### config.mk
export PLATFORM = sky130hd
export DESIGN_NAME = spi_status_ctrl
export DESIGN_NICKNAME = d
export VERILOG_FILES = /design/src/rtl/spi_stat_pkg.sv /design/src/rtl/spi_in_sync.sv /design/src/rtl/spi_frame_ctrl.sv /design/src/rtl/wr_cycle_timer.sv /design/src/rtl/stat_reg_file.sv /design/src/rtl/spi_status_ctrl.sv
export SDC_FILE = /design/constraint.sdc
export NUM_CORES = 1
export LEC_CHECK = 0
export BUFFER_PORTS_ARGS = -buffer_cell sky130_fd_sc_hd__buf_4
export CAP_MARGIN = 0
export CORE_ASPECT_RATIO = 0.6
export CORE_MARGIN = 2
export CORE_UTILIZATION = 45
export DETAILED_ROUTE_END_ITERATION = 6
export GPL_TIMING_DRIVEN = 0
export PLACE_DENSITY = 0.6
export SYNTH_ARGS = -nofsm -noshare
export SYNTH_HDL_FRONTEND = slang
export SYNTH_SLANG_ARGS = --single-unit
### constraint.sdc
create_clock -name clk -period 2.2 [get_ports clk]
set_input_delay 0.44 -clock clk [delete_from_list [all_inputs] [get_ports clk]]
set_output_delay 0.44 -clock clk [all_outputs]
set_load 0.03 [all_outputs]
### src/rtl/spi_stat_pkg.sv
package spi_stat_pkg;
  localparam logic [7:0] CMD_ARM  = 8'h06;
  localparam logic [7:0] CMD_WRST = 8'h01;
  localparam logic [7:0] CMD_RDST = 8'h05;
  localparam int unsigned CMD_BITS   = 8;
  localparam int unsigned FRAME_BITS = 16;

  // packed status image (bit 7 lock, 6:5 zero, 4:2 protect, 1 latch, 0 busy)
  function automatic logic [7:0] pack_status(input logic lock, input logic [2:0] prot,
                                             input logic arm, input logic busy);
    return {lock, 2'b00, prot, arm, busy};
  endfunction
endpackage

### src/rtl/spi_in_sync.sv
module spi_in_sync #(
  parameter int unsigned WIDTH  = 4,
  parameter int unsigned STAGES = 2
) (
  input  logic             clk,
  input  logic             rst_n,
  input  logic [WIDTH-1:0] raw_i,
  input  logic [WIDTH-1:0] idle_i,
  output logic [WIDTH-1:0] sync_o
);
  logic [WIDTH-1:0] stage_q [STAGES];

  for (genvar s = 0; s < STAGES; s++) begin : g_stage
    logic [WIDTH-1:0] d;
    if (s == 0) begin : g_first
      assign d = raw_i;
    end else begin : g_next
      assign d = stage_q[s-1];
    end
    always_ff @(posedge clk or negedge rst_n) begin
      if (!rst_n) stage_q[s] <= idle_i;
      else        stage_q[s] <= d;
    end
  end

  assign sync_o = stage_q[STAGES-1];
endmodule

### src/rtl/spi_frame_ctrl.sv
module spi_frame_ctrl
  import spi_stat_pkg::*;
(
  input  logic       clk,
  input  logic       rst_n,
  input  logic       cs_s,
  input  logic       sck_s,
  input  logic       mosi_s,
  input  logic [7:0] status_i,
  input  logic       busy_i,
  input  logic       arm_i,
  input  logic       locked_i,
  output logic       arm_go_o,
  output logic       wr_go_o,
  output logic [3:0] wr_bits_o,
  output logic       miso_o
);
  localparam int unsigned CNT_MAX = FRAME_BITS + 1;
  localparam int unsigned CNT_W   = $clog2(CNT_MAX + 1);

  logic             sck_q, cs_q;
  logic [CNT_W-1:0] cnt_q, cnt_n;
  logic [2:0]       pos_q, pos_n;
  logic [7:0]       sh_q, sh_n, cmd_q, cmd_n, tx_q, tx_n;
  logic [3:0]       dat_q, dat_n;
  logic             rd_q, rd_n;
  logic             sck_rise, sck_fall, cs_rise;
  logic [7:0]       in_byte;

  assign sck_rise = sck_s & ~sck_q;
  assign sck_fall = ~sck_s & sck_q;
  assign cs_rise  = cs_s & ~cs_q;
  assign in_byte  = {sh_q[6:0], mosi_s};

  always_comb begin
    cnt_n = cnt_q;
    pos_n = pos_q;
    sh_n  = sh_q;
    cmd_n = cmd_q;
    dat_n = dat_q;
    rd_n  = rd_q;
    tx_n  = tx_q;
    if (cs_s) begin
      cnt_n = '0;
      pos_n = '0;
      rd_n  = 1'b0;
    end else begin
      if (sck_rise) begin
        sh_n  = in_byte;
        pos_n = pos_q + 3'd1;
        if (cnt_q != CNT_W'(CNT_MAX)) cnt_n = cnt_q + 1'b1;
        if (cnt_q == CNT_W'(CMD_BITS - 1)) begin
          cmd_n = in_byte;
          rd_n  = (in_byte == CMD_RDST);
        end
        if (cnt_q == CNT_W'(FRAME_BITS - 1)) dat_n = {sh_q[6], sh_q[3:1]};
      end
      if (sck_fall && rd_q) begin
        if (pos_q == 3'd0) tx_n = status_i;
        else               tx_n = {tx_q[6:0], 1'b0};
      end
    end
  end

  always_ff @(posedge clk or negedge rst_n) begin
    if (!rst_n) begin
      sck_q <= 1'b0;
      cs_q  <= 1'b1;
      cnt_q <= '0;
      pos_q <= '0;
      sh_q  <= '0;
      cmd_q <= '0;
      dat_q <= '0;
      rd_q  <= 1'b0;
      tx_q  <= '0;
    end else begin
      sck_q <= sck_s;
      cs_q  <= cs_s;
      cnt_q <= cnt_n;
      pos_q <= pos_n;
      sh_q  <= sh_n;
      cmd_q <= cmd_n;
      dat_q <= dat_n;
      rd_q  <= rd_n;
      tx_q  <= tx_n;
    end
  end

  // count is still the frame's own value in the cycle chip select rise is seen
  assign arm_go_o  = cs_rise && !busy_i && (cnt_q == CNT_W'(CMD_BITS)) && (cmd_q == CMD_ARM);
  assign wr_go_o   = cs_rise && !busy_i && arm_i && !locked_i &&
                     (cnt_q == CNT_W'(FRAME_BITS)) && (cmd_q == CMD_WRST);
  assign wr_bits_o = dat_q;
  assign miso_o    = rd_q & tx_q[7];
endmodule

### src/rtl/wr_cycle_timer.sv
module wr_cycle_timer #(
  parameter int unsigned CYCLES = 200
) (
  input  logic clk,
  input  logic rst_n,
  input  logic start_i,
  output logic busy_o,
  output logic done_o
);
  localparam int unsigned TW = $clog2(CYCLES + 1);

  logic          busy_q, busy_n;
  logic [TW-1:0] left_q, left_n;

  assign done_o = busy_q && (left_q == '0);

  always_comb begin
    busy_n = busy_q;
    left_n = left_q;
    if (start_i && !busy_q) begin
      busy_n = 1'b1;
      left_n = TW'(CYCLES - 1);
    end else if (done_o) begin
      busy_n = 1'b0;
    end else if (busy_q) begin
      left_n = left_q - 1'b1;
    end
  end

  always_ff @(posedge clk or negedge rst_n) begin
    if (!rst_n) begin
      busy_q <= 1'b0;
      left_q <= '0;
    end else begin
      busy_q <= busy_n;
      left_q <= left_n;
    end
  end

  assign busy_o = busy_q;
endmodule

### src/rtl/stat_reg_file.sv
module stat_reg_file
  import spi_stat_pkg::*;
(
  input  logic       clk,
  input  logic       rst_n,
  input  logic       arm_go_i,
  input  logic       wr_go_i,
  input  logic [3:0] wr_bits_i,
  input  logic       wp_s,
  input  logic       busy_i,
  input  logic       done_i,
  output logic       arm_o,
  output logic       lock_o,
  output logic [2:0] prot_o,
  output logic       locked_o,
  output logic [7:0] status_o
);
  logic       arm_q, arm_n;
  logic       lock_q, lock_n;
  logic [2:0] prot_q, prot_n;
  logic [3:0] pend_q, pend_n;

  always_comb begin
    arm_n  = arm_q;
    lock_n = lock_q;
    prot_n = prot_q;
    pend_n = pend_q;
    if (arm_go_i) arm_n = 1'b1;
    if (wr_go_i)  pend_n = wr_bits_i;
    if (done_i) begin
      lock_n = pend_q[3];
      prot_n = pend_q[2:0];
      arm_n  = 1'b0;
    end
  end

  always_ff @(posedge clk or negedge rst_n) begin
    if (!rst_n) begin
      arm_q  <= 1'b0;
      lock_q <= 1'b0;
      prot_q <= '0;
      pend_q <= '0;
    end else begin
      arm_q  <= arm_n;
      lock_q <= lock_n;
      prot_q <= prot_n;
      pend_q <= pend_n;
    end
  end

  assign arm_o    = arm_q;
  assign lock_o   = lock_q;
  assign prot_o   = prot_q;
  assign locked_o = lock_q & ~wp_s;
  assign status_o = pack_status(lock_q, prot_q, arm_q, busy_i);
endmodule

### src/rtl/spi_status_ctrl.sv
module spi_status_ctrl #(
  parameter int unsigned WR_CYCLES   = 200,
  parameter int unsigned SYNC_STAGES = 2
) (
  input  logic       clk,
  input  logic       rst_n,
  input  logic       cs_n,
  input  logic       sck,
  input  logic       mosi,
  input  logic       wp_n,
  output logic       miso,
  output logic [2:0] bp_o
);
  logic [1:0] rst_pipe;
  logic       rst_ns;
  logic [3:0] syn;
  logic       wip, wel, srwd, hpm, done;
  logic [2:0] bp;
  logic       wren_go, wrsr_go;
  logic [3:0] wr_bits;
  logic [7:0] status;

  // reset asserts at once, releases on a clock edge
  always_ff @(posedge clk or negedge rst_n) begin
    if (!rst_n) rst_pipe <= 2'b00;
    else        rst_pipe <= {rst_pipe[0], 1'b1};
  end
  assign rst_ns = rst_pipe[1];

  spi_in_sync #(.WIDTH(4), .STAGES(SYNC_STAGES)) sync_i (
    .clk(clk), .rst_n(rst_ns),
    .raw_i({wp_n, mosi, sck, cs_n}),
    .idle_i(4'b1001),
    .sync_o(syn)
  );

  spi_frame_ctrl frame_i (
    .clk(clk), .rst_n(rst_ns),
    .cs_s(syn[0]), .sck_s(syn[1]), .mosi_s(syn[2]),
    .status_i(status), .busy_i(wip), .arm_i(wel), .locked_i(hpm),
    .arm_go_o(wren_go), .wr_go_o(wrsr_go), .wr_bits_o(wr_bits), .miso_o(miso)
  );

  wr_cycle_timer #(.CYCLES(WR_CYCLES)) timer_i (
    .clk(clk), .rst_n(rst_ns), .start_i(wrsr_go), .busy_o(wip), .done_o(done)
  );

  stat_reg_file regs_i (
    .clk(clk), .rst_n(rst_ns),
    .arm_go_i(wren_go), .wr_go_i(wrsr_go), .wr_bits_i(wr_bits),
    .wp_s(syn[3]), .busy_i(wip), .done_i(done),
    .arm_o(wel), .lock_o(srwd), .prot_o(bp), .locked_o(hpm), .status_o(status)
  );

  assign bp_o = bp;
endmodule

### Word level (Yosys, flattened, before mapping)

Index checks and enable logic that the tools add are counted.

* add/sub/neg operators: 3
* eq/ne operators: 9
* mux-type cells: 16
* bitwise operators: 10
* reduce and logical (&&, ||, !) cells: 27

Operator list (number)
* 2-to-1 mux 8 bit: 4
* == test 8 x 3 -> 1 bit (second input constant): 2
* 2-to-1 mux 5 bit: 3
* nonzero test 2 bit: 6
* == test 5 x 4 -> 1 bit (second input constant): 2
* logical AND 1 bit: 10
* AND reduction 2 bit: 5
* == test 8 x 1 -> 1 bit (second input constant): 1
* zero test 8 bit: 1
* subtractor 8 x 1 -> 8 bit (second input constant): 1
* 2-to-1 mux 1 bit: 7
* 2-to-1 mux 3 bit: 2
* AND reduction 3 bit: 2
* adder 5 x 1 -> 5 bit (second input constant): 1
* AND 1 bit: 5
* == test 5 x 3 -> 1 bit (second input constant): 1
* == test 5 bit (second input constant): 1
* inequality test 5 bit (second input constant): 1
* inverter 1 bit: 5
* adder 3 x 1 -> 3 bit (second input constant): 1
* zero test 3 bit: 1
* zero test 1 bit: 2
* inequality test 2 x 1 -> 1 bit (second input constant): 1

* bits in registers: 66
* bits of input ports: 6
* output and inout port bits: 4

### Longest topological paths before layout

Gate-level depths: netlist of run 1.

* depth in word-level cells: 10
* mapped depth: 7
* depth with buffers taken out: 6

### Worst setup path after synthesis of run 1

OpenSTA, ideal clock, no wires.

* path kind: flip-flop to flip-flop
* start: reg sync_i.stage_q, in the netlist sync_i.sync_o[0]
* end: reg regs_i.pend_q[2]
* setup time: 0.125 ns
* arrival time: 1.901 ns
* path slack: 0.174 ns
* cell stages (with the launch flop): 7
* buffers on the path: 2
* path through: dfstp_2 nor4b_2 nand4b_1 or4_1 buf_2 buf_6 mux2_4

* longest elaborated chain between the ends: 6

Ends and longest elaborated chain
* from (decl): RTL line spi_in_sync.sv:11 `logic [WIDTH-1:0] stage_q [STAGES];`
* from (signal, indexed assignment): RTL line spi_in_sync.sv:21 `if (!rst_n) stage_q[s] <= idle_i;`
* AND 1 bit: RTL line spi_frame_ctrl.sv:32 `assign cs_rise = cs_s & ~cs_q;`
* logical AND 1 bit (4 in a row): RTL line spi_frame_ctrl.sv:91 `assign wr_go_o = cs_rise && !busy_i && arm_i && !locked_i &&`
* logical AND 1 bit: RTL line spi_frame_ctrl.sv:92 `(cnt_q == CNT_W'(FRAME_BITS)) && (cmd_q == CMD_WRST);`
* to (signal assigned): RTL line stat_reg_file.sv:47 `pend_q <= pend_n;`
* to (decl): RTL line stat_reg_file.sv:21 `logic [3:0] pend_q, pend_n;`

Every way passes these cells.
A chain may end at the register's enable or synchronous reset.

### Final worst setup path of run 1

* start: reg timer_i.busy_q (netlist: timer_i.busy_o)
* end: reg regs_i.pend_q[2]

* longest elaborated chain between the ends: 6

Ends and longest elaborated chain
* from (decl): RTL line wr_cycle_timer.sv:12 `logic busy_q, busy_n;`
* from (signal assigned): RTL line wr_cycle_timer.sv:35 `busy_q <= busy_n;`
* zero test 1 bit: RTL line spi_frame_ctrl.sv:91
* logical AND 1 bit (4 in a row): RTL line spi_frame_ctrl.sv:91
* logical AND 1 bit: RTL line spi_frame_ctrl.sv:92

Every way passes these cells.

==> impl_results.md, run 1 <==
- R2r startpoint: timer_i.busy_o
- IO Pins: 10
- Top post-synthesis cells by area: dfrtp_1, mux2_2, dfstp_2
- Hold Fails Final Rpt: 0
- GR Overflow Total: 0
- Layout area overhead: 15.6%
- Post-synth EDFFs: 0
- Drt via density: between 4 and 5
- Initial core utilization: 46.1%
- Worst r2r dst: regs_i.pend_q[2]
- Num CTS Buffers: 9
- Synth Instances: 223
- Nets@finish: 260
- Clk sink count: 66
- Register area share after synthesis: between 50% and 60%
- Pre-antenna DRT Iters: 4
- Vias in the first global route: around 1,600
- Finished Layout Cells: ~340
- Worst Setup Start Kind: flip-flop
- Row count: 22
- Final GP Congestion: 0.749
- FF+latch count, synth: 66
- Net Count, Synth: 237
- Die X: 106 um
- Most common cell after layout, fill and taps aside: dfrtp_1
- Worst setup margin: roughly 0.15 ns
- Yosys Warn Count: 0
- Worst EP required: between 2 and 2.5 ns
- CTS tree: done
- Hold EP: sync_i.g_stage[1].d[3]
- Initial antenna violation count: 0
- Pwr dens: 803 mW/mm2
- Vias: 1,658
- Min Tclk post-route: 2.05 ns
- Die area: 0.00687 mm2
- Mapped cell area: 0.00279 mm2
- Dpl hpwl: 3290 um
- Reg2reg path depth: 6
- Status: finished clean
- H-tree levels: 3
- Synth Flop Type: dfrtp_1
- Top cell type's share of synthesized area: 54.7%
- ANT cells: 0
- GRT Total Usage: 16.5%
- Cell variety after synth: between 40 and 50
- R2R Setup Slk: 0.15 ns
- IO Port Bufs: 9
- Crit path arrival time: 2.28 ns
- First-pass GRT wire length: 8380 um
- Unrepaired setup endpoints after global routing: no
- Static leakage: around 0.0015 uW
- Asr flop ratio synth: 100%
- Wirelength per Cell: 14.6 um
- Worst-Skew Late Latency: 0.34 ns
- Critical path origin: timer_i.busy_o
- Clock slew at reported path FFs: approximately 0.07 ns
- Setup_tns: 0 ns
- Overall Power: 2590 uW
- Placed cells: 316
- Die Height: between 60 and 70 um
- Largest net degree at the start of global routing: 65
- Synthesized area per cell: ~13 um2
- Final routed DRC violation total: 0
- Clk buf depth: 2
- Setup WS pre-CTS: -0.0399 ns
- Crit share post-route: 93.3%
- HP Class: in2reg
- Synth area leader: dfrtp_1
- Crit path max fanout: 10
- Max Slew Vio Count: 0
- Clk root buf: clkbuf_8
- Setup crit end kind: flip-flop
- Worst-margin pin slew: 0.812 ns
- Max rail drop VDD: ~430 uV
- Most frequent cells in the layout: dfrtp_1, mux2_2, nor2_1
- Initial DRC count: between 100 and 150
- Routed Wire Length: 4900 um
- CORE AREA: 0.00606 mm2
- Max Clk Rate: 487 MHz
- Worst hold stages: 1
- Routed Antenna Nets: 0
- Slew margin rel.: between 40% and 50%
- Setup Skew: approximately 0.0096 ns
- Max-cap violations: 0
- Share of layout cells above drive strength 1: roughly 30%
- Hold Crit Start: wp_n
- # setup viols final: 0
- Crit Path Category: reg2reg
## registers in the layout, indices dropped and copies added (netlist names), 5 cells and up
register        flops
timer_i.left_q      8
frame_i.cnt_q       5
frame_i.sh_q        7
frame_i.cmd_q       8
frame_i.tx_q        8
## synthesized netlist by cell type, types with 2 or more instances
cell       n
clkbuf_1   4
nor2_1    16
nand4b_1   3
a211oi_1   2
nand2_1   10
buf_2      2
nand3_1    4
a21oi_1    9
or4_1      3
nor3_1     3
ha_1       8
nor4_1     3
nand4_1    3
inv_1     14
dfstp_2    5
dfrtp_1   61
a31o_2     3
o211ai_1   2
nor2b_1    2
xor2_1     2
o21ai_0    4
xnor2_1    5
mux2i_1    6
nand2b_1   2
mux2_2    26
## per-stage QoR
step / hold slack, ns / cell area, um2 / util [%]
2_1_floorplan: 0.144 / 2790 / -
3_3_place_gp: 0.224 / 2970 / 49.0
3_5_place_dp: 0.223 / 2970 / 49.0
4_1_cts: 0.188 / 3210 / 53.0
5_1_grt: 0.174 / 3230 / 53.3
6_report: 0.205 / 3230 / 53.3
## how the worst max path moves through the flow
stage                       end  slack (ns)  cells past startpoint
6_report       regs_i.pend_q[2]        0.15                      6
5_1_grt        frame_i.cmd_q[1]        0.01                      5
4_1_cts        regs_i.pend_q[2]       0.001                      6
3_5_place_dp   regs_i.pend_q[2]       -0.04                      6
3_3_place_gp    frame_i.tx_q[4]       -0.55                      0
2_1_floorplan  regs_i.pend_q[2]        0.17                      6
## cells by family after synthesis
kind of cell / after synthesis / share of synthesized area [%]
flops: 66 / 59.4
mux: 33 / 13.2
fa+ha+maj: 8 / 3.58
other cells: 1 / 0.134
buf+inv: 22 / 3.32
compound gates: 25 / 5.91
simple gates: 61 / 12.3
xor+xnor: 7 / 2.20
## worst max-delay path: stages, from the launching register on
cell,delay (ns)
dfrtp_2,0.46
nor4b_4,0.32
nand4b_1,0.16
or4_1,0.41
buf_4,0.17
buf_6,0.14
mux2_4,0.29
## what timing repair did
action / 4_1_cts / 5_1_grt
hold endpoints to repair: 2 / 0
resized for setup: 2 / 5
hold buffers: 1 / 0
endpoints found under the setup margin: 1 / 13
pin swaps: 0 / 2
setup buffers: 1 / 1
gates cloned: 0 / 0
## final cells by class
type	count	area, um2
inverter	14	52.6
multi-input combinational	135	1060
buffer	8	43.8
tap	84	105
sequential	66	1660
clock inverter	5	78.8
clock buffer	11	131
timing repair buffer	12	92.6
fill	539	2830
## report_power, final
| group | internal [uW] | switching, uW |
|---|---|---|
| Clock | 637 | 447 |
| Combinational | 78.7 | 48.8 |
| Sequential | 1290 | 96.4 |
| Total | 2000 | 593 |
## metal layers
| metal | vias up | share of wire, % | global-route usage [%] |
|---|---|---|---|
| met2 | 21 | 39 | 20.4 |
| met4 | 0 | 1.1 | 4.93 |
| met3 | 6 | 5.0 | 7.34 |
| met1 | 812 | 55 | 25.1 |
| met5 | - | 0 | 0 |
| li1 | 819 | - | - |
(Power assumes the default switching activity.)
==> run 2, diff against run 1 <==
--- a/config.mk
+++ b/config.mk
@@ -5,11 +5,13 @@
 export SDC_FILE = /design/constraint.sdc
 export NUM_CORES = 1
 export LEC_CHECK = 0
+export ABC_AREA = 1
 export BUFFER_PORTS_ARGS = -buffer_cell sky130_fd_sc_hd__buf_4
 export CAP_MARGIN = 0
 export CORE_ASPECT_RATIO = 0.6
 export CORE_MARGIN = 2
 export CORE_UTILIZATION = 45
+export CTS_CLUSTER_SIZE = 30
 export DETAILED_ROUTE_END_ITERATION = 6
 export GPL_TIMING_DRIVEN = 0
 export PLACE_DENSITY = 0.6
==> run 2 against run 1 <==
- core utilization increased by 0.35 points
- design area rose by 3.4%
- final cell count is 32% higher
- maximum frequency up 21%
- synthesized cell count is 49% higher
- via count rose by 25%
- register-to-register slack gained 0.36 ns
- routed wire length increased by 11%
- power decreased by 3.0%
- first-iteration DRC count rose by 11%
- combinational power increased by 23%
- largest power group unchanged
==> impl_results.md, run 2 <==
- Status: finished clean
- Pint: 1900 uW
- Drt via density: ~4.7
- Placed cells: 426
- ANT cells: 0
- H-tree levels: 3
- Wirelength per Cell: 12.3 um
- Worst-margin pin slew: 0.813 ns
- Synth area leader: dfrtp_1
- CP top delay family: simple AND/OR/NAND/NOR gates
- Final routed DRC violation total: 0
- Clock network fraction of design power: 40.8%
- Min Tclk post-route: roughly 1.7 ns
- HP Class: in2reg
- Setup Skew: between 0.008 and 0.009 ns
- GR Overflow Total: 0
- # setup viols final: 0
- Most common cell after layout, fill and taps aside: nand2_1
- Die X: 109 um
- IO Pins: 10
- R2R Setup Slk: 0.51 ns
- Unrepaired setup endpoints after global routing: no
- Clock slew at reported path FFs: 0.07 ns
- Num CTS Buffers: 9
- Initial DRC count: 118
- Worst r2r dst: regs_i.prot_o[1]
- CORE AREA: 0.00622 mm2
- CTS tree: done
- Finished Cell Area: ~0.0033 mm2
- Max rail drop VDD: ~600 uV
- Asr flop ratio synth: 100%
- Clk buf depth: 2
- Die Height: 66.7 um
- IO Port Bufs: 9
- Crit path arrival time: about 1.9 ns
- Max Slew Vio Count: 0
- Largest net degree at the start of global routing: 65
- Initial core utilization: 47.4%
- Cell variety after synth: 26
- Most common cell in the netlist: nand2_1
- Post-synth EDFFs: 0
- Clk sink count: 66
- Register area share after synthesis: 56.2%
- Top cell type's share of synthesized area: 51.8%
- Mapped cell area: approximately 0.0029 mm2
- Yosys Warn Count: 0
- Layout area overhead: 13.2%
- R2r startpoint: timer_i.left_q[0]
- Share of layout cells above drive strength 1: a little over an eighth
- Die area: 0.00724 mm2
- Synth Flop Type: dfrtp_1
- Reg2reg path depth: 5
- Initial antenna violation count: 0
- Finished Layout Cells: 443
- Biggest regs: frame_i.cmd_q (8), frame_i.tx_q (8), timer_i.left_q (8)
- Final GP Congestion: 0.863
- Cell chain of the critical path: inv_1, ha_1, nand2_1, nor3_1, o21ai_0
- Crit path max fanout: 8
- Hold Fails Final Rpt: 0
- Most instantiated cells after synthesis: nand2_1, dfrtp_1, inv_1
- Worst Setup Start Kind: flip-flop
- Worst-Skew Late Latency: 0.34 ns
- Top post-synthesis cells by area: dfrtp_1, nand2_1, inv_1
- Synthesized area per cell: 8.86 um2
- Slew margin rel.: 45.8%
- Row count: 22
- Logic pwr share: 6.3%
- Setup crit end kind: flip-flop
- FF+latch count, synth: 66
- Worst EP required: 2.39 ns
- Reg power frac: 52.9%
- Routed Wire Length: 5430 um
- Pre-antenna DRT Iters: 5
- Placed Area: 0.00313 mm2
- Vias in the first global route: 1,968
- Number of buffers and inverters on the critical path: 1
- Sw Ratio: 24.4%
- Worst hold stages: 1
- Pwr dens: 754 mW/mm2
- Dpl hpwl: 3790 um
- Routed Antenna Nets: 0
- Slowest stage delay, CP: 0.61 ns
- Crit share post-route: ~77%
- Most frequent cells in the layout: nand2_1, dfrtp_1, inv_1
- Max Clk Rate: 590 MHz
- Net Count, Synth: 347
- Worst path slowest cell: nor3_1
- GRT Total Usage: 18.0%
- P_sw: 613 uW
- Hold Crit Start: cs_n
- Post-CTS resize count: 0
- Vias: 2,076
- Max-cap violations: 0
- Hold EP: sync_i.g_stage[1].d[0]
- Static leakage: 0.00162 uW
- Nets@finish: between 300 and 400
- Clk root buf: clkbuf_8
- Synth Instances: approximately 330
- Crit Path Category: reg2reg
- First-pass GRT wire length: between 9000 and 10,000 um
run 2: changes by cell type after synthesis, moves of 3 or more:
| cell | change |
|---|---|
| nand2_1 | +56 |
| inv_1 | +42 |
| o21ai_0 | +38 |
| mux2_2 | -26 |
| nor2_1 | +18 |
| nand3_1 | +17 |
| mux2i_1 | -6 |
| nand4_1 | +5 |
| xnor2_1 | -5 |
| clkbuf_1 | -4 |
| a31o_2 | -3 |
| nand4b_1 | -3 |
| nor4_1 | -3 |
| or4_1 | -3 |
run 2: worst register-to-register path, delay by kind of cell (launching register included):
kind            cells  cell delay, ns
compound gates      1            0.17
fa+ha+maj           1            0.20
buf+inv             1            0.13
flops               1            0.38
simple gates        2            0.67
run 2: repair_timing:
item / in CTS / in global routing
hold buffers: 1 / 0
hold endpoints to repair: 2 / 0
setup buffers: 0 / 0
run 2: power groups by stage:
stage	Clock (uW)	Combinational [uW]	Sequential, uW
after floorplan	0	110	1340
after global placement	0	155	1350
after detailed placement	0	158	1360
after CTS	1080	160	1330
after global routing	1130	183	1340
final	1030	158	1330
run 2: cell families (layout without fill, tap and decap cells):
logic type	Yosys count	after routing	share of synthesized area, %
buffers and inverters	64	90	9.12
flip-flops	66	66	56.2
AO/OA/AOI/OAI	55	55	9.72
adder cells (fa/ha/maj)	8	8	3.39
AND/OR/NAND/NOR	137	137	20.8
XOR/XNOR	2	2	0.594
other	1	1	0.127
run 2: layer usage:
| metal | vias up | track usage, % | part of all wire (%) |
|---|---|---|---|
| li1 | 1090 | - | - |
| met1 | 954 | 27.4 | 56 |
| met2 | 27 | 22.5 | 38 |
| met3 | 5 | 6.26 | 4.6 |
| met4 | 0 | 7.53 | 0.79 |
| met5 | - | 0 | 0 |
run 2: worst max path at each step:
stage                      start          endpoint  slack [ns]  cells past startpoint
2_1_floorplan        rst_pipe[1]  frame_i.cmd_q[0]        0.23                      0
3_3_place_gp         rst_pipe[1]   frame_i.tx_q[4]       -0.59                      0
3_5_place_dp   timer_i.left_q[0]  regs_i.prot_o[1]        0.48                      5
4_1_cts        timer_i.left_q[0]  regs_i.prot_o[1]        0.46                      5
5_1_grt        timer_i.left_q[0]     regs_i.lock_o        0.20                      5
6_report       timer_i.left_q[0]  regs_i.prot_o[1]        0.51                      5
run 2: cell type report:
class                           instances  area [um2]
Tap cell                               84         105
Clock buffer                           11         151
Clock inverter                          5        52.6
Multi-Input combinational cell        203        1020
Sequential cell                        66        1660
Buffer                                  6        51.3
Inverter                               58         218
Fill cell                             607        2880
Timing Repair Buffer                   10        77.6
run 2: per-stage QoR:
stage               setup WS [ns]  hold WS (ns)  power [uW]  TNS [ns]  util, %
global placement           -0.593         0.223        1510    -34.82     50.2
detailed placement          0.478         0.224        1510         0     50.2
floorplan                   0.235         0.144        1450         0        -
CTS                         0.457         0.169        2570         0     53.7
global route                0.197         0.173        2660         0     53.7
finish                      0.505         0.200        2520         0     53.7
==> run 3, diff against run 2 <==
==> constraint.sdc (replaced) <==
create_clock -name clk -period 1.7 [get_ports clk]
set_input_delay 0.34 -clock clk [delete_from_list [all_inputs] [get_ports clk]]
set_output_delay 0.34 -clock clk [all_outputs]
set_load 0.03 [all_outputs]
==> run 3 against run 2 <==
- core utilization is 0.16 points lower
- clock power up 9%
- largest cell class unchanged
- sequential power rose by 30%
- die area unchanged
- routed wire length rose by 1.1%
==> impl_results.md, run 3 (same netlist as run 2, synthesis figures left out) <==
- Status: finished clean
- Crit Path Category: reg2reg
- Worst path slowest cell: dfrtp_2
- GR Overflow Total: 0
- Die X: roughly 110 um
- Setup Skew: 0.00932 ns
- ANT cells: 0
- Vias: 2,096
- CORE AREA: about 0.0062 mm2
- First-pass GRT wire length: 9520 um
- Biggest regs: frame_i.cmd_q (8), frame_i.tx_q (8), timer_i.left_q (8)
- Hold slack: 0.103 ns
- Num CTS Buffers: 9
- H-tree levels: 3
- CTS tree: done
- Wirelength per Cell: 12.4 um
- Dpl hpwl: 3780 um
- GRT Total Usage: between 10% and 20%
- Max-cap violations: 0
- Hold Fails Final Rpt: 0
- Setup_tns: 0 ns
- HP Class: in2reg
- Max rail drop VDD: 581 uV
- Clk buf depth: 2
- Final GP Congestion: between 0.8 and 0.9
- Worst-Skew Late Latency: 0.34 ns
- Final routed DRC violation total: 0
- Worst-margin pin slew: 0.821 ns
- Routed Antenna Nets: 0
- Routed Wire Length: 5490 um
- Slew margin rel.: 45.3%
- Crit share post-route: about 92%
- Min Tclk post-route: 1.57 ns
- Cell chain of the critical path: inv_1, ha_1, inv_1, nor2_2, nand2_1, nor2_2, nand3_4, buf_8, nand3_1, nand2_1
- Die Height: 66.7 um
- Most common cell after layout, fill and taps aside: nand2_1
- Largest net degree at the start of global routing: between 60 and 70
- Slowest stage delay, CP: 0.43 ns
- Pre-antenna DRT Iters: 5
- Die area: 0.00724 mm2
- Pwr dens: roughly 920 mW/mm2
- Initial antenna violation count: 0
- IO Pins: 10
- Sw Ratio: 25.5%
- Max Slew Vio Count: 0
- Most frequent cells in the layout: nand2_1, dfrtp_1, inv_1
- Drt via density: about 4.7
- Pint: between 2000 and 2500 uW
- Overall Power: 3080 uW
- Worst EP required: between 1.5 and 2 ns
- Crit path max fanout: 10
- Reg power frac: 56.0%
- Static leakage: 0.00161 uW
- Vias in the first global route: 1,942
- Share of layout cells above drive strength 1: between 10% and 20%
- IO Port Bufs: 9
- Clk sink count: 66
- Setup crit end kind: flip-flop
- Clk root buf: clkbuf_8
- # setup viols final: 0
- Unrepaired setup endpoints after global routing: no
- Finished Layout Cells: 444
- Placed cells: ~430
- Max Clk Rate: ~640 MHz
- Initial core utilization: 47.4%
- Logic pwr share: 7.5%
- Layout area overhead: 12.9%
- Nets@finish: 369
- Row count: 22
- Initial DRC count: 87
- Worst Setup Start Kind: flip-flop
- P_sw: between 700 and 800 uW
- Clock network fraction of design power: 36.5%
- Clock slew at reported path FFs: 0.07 ns
- Crit path arrival time: 1.80 ns
[run 3: path summary, 6_finish.rpt]
path                                        start                endpoint  slack, ns  depth (start not counted)
min in group asynchronous                   rst_n             rst_pipe[1]       0.30                          2
setup / recovery                 frame_i.cnt_q[0]       timer_i.left_q[3]       0.13                         10
hold / removal                               cs_n  sync_i.g_stage[1].d[0]       0.10                          1
setup reg to reg                 frame_i.cnt_q[0]       timer_i.left_q[3]       0.13                         10
max in group asynchronous             rst_pipe[1]        frame_i.cnt_q[0]       0.69                          0
hold reg to reg            sync_i.g_stage[1].d[2]        sync_i.sync_o[2]       0.35                          0
[run 3: through the flow]
| stage | utilization, % | setup slack (ns) | area, um2 |
|---|---|---|---|
| final | 53.5 | 0.130 | 3330 |
| after global placement | 50.2 | 0.00110 | 3120 |
| after CTS | 53.1 | 0.0475 | 3300 |
| after floorplan | - | 0.245 | 2950 |
| after detailed placement | 50.2 | -0.0195 | 3130 |
| after global routing | 53.5 | 0.0142 | 3330 |
[run 3: layer usage]
layer	part of all wire (%)	wire length, um	GRT usage (%)	vias up
met5	0	0	0	-
met1	58	3160	27.3	969
met4	0.87	48	6.41	0
met2	38	2080	22.3	26
met3	3.7	203	7.34	6
li1	-	-	-	1095
[run 3: cell type report]
type / count / area, um2
fillers: 597 / 2890
clock buffers: 13 / 149
well taps: 84 / 105
repair buffers: 11 / 85.1
multi-input cells: 203 / 1040
inverters: 58 / 218
clock inverters: 3 / 15.0
flip-flops and latches: 66 / 1660
plain buffers: 6 / 55.1
[run 3: power groups by stage]
stage	logic [uW]	registers, uW	clock network [uW]
floorplan	143	1730	0
global placement	202	1750	0
detailed placement	204	1760	0
CTS	207	1730	1180
global route	259	1740	1250
finish	230	1730	1120
[run 3: timing repair]
action                                 CTS  global route
endpoints found under the hold margin    2             0
buffers inserted                         0             1
resized for setup                        1             7
hold buffers                             1             0
pin swaps                                0             2
setup endpoints to repair                4             9
[run 3: worst max-delay path: cells and delay by family, from the launching register on]
kind / cells / cell delay (ns)
simple gates: 6 / 0.58
fa+ha+maj: 1 / 0.14
flops: 1 / 0.43
buf+inv: 3 / 0.31
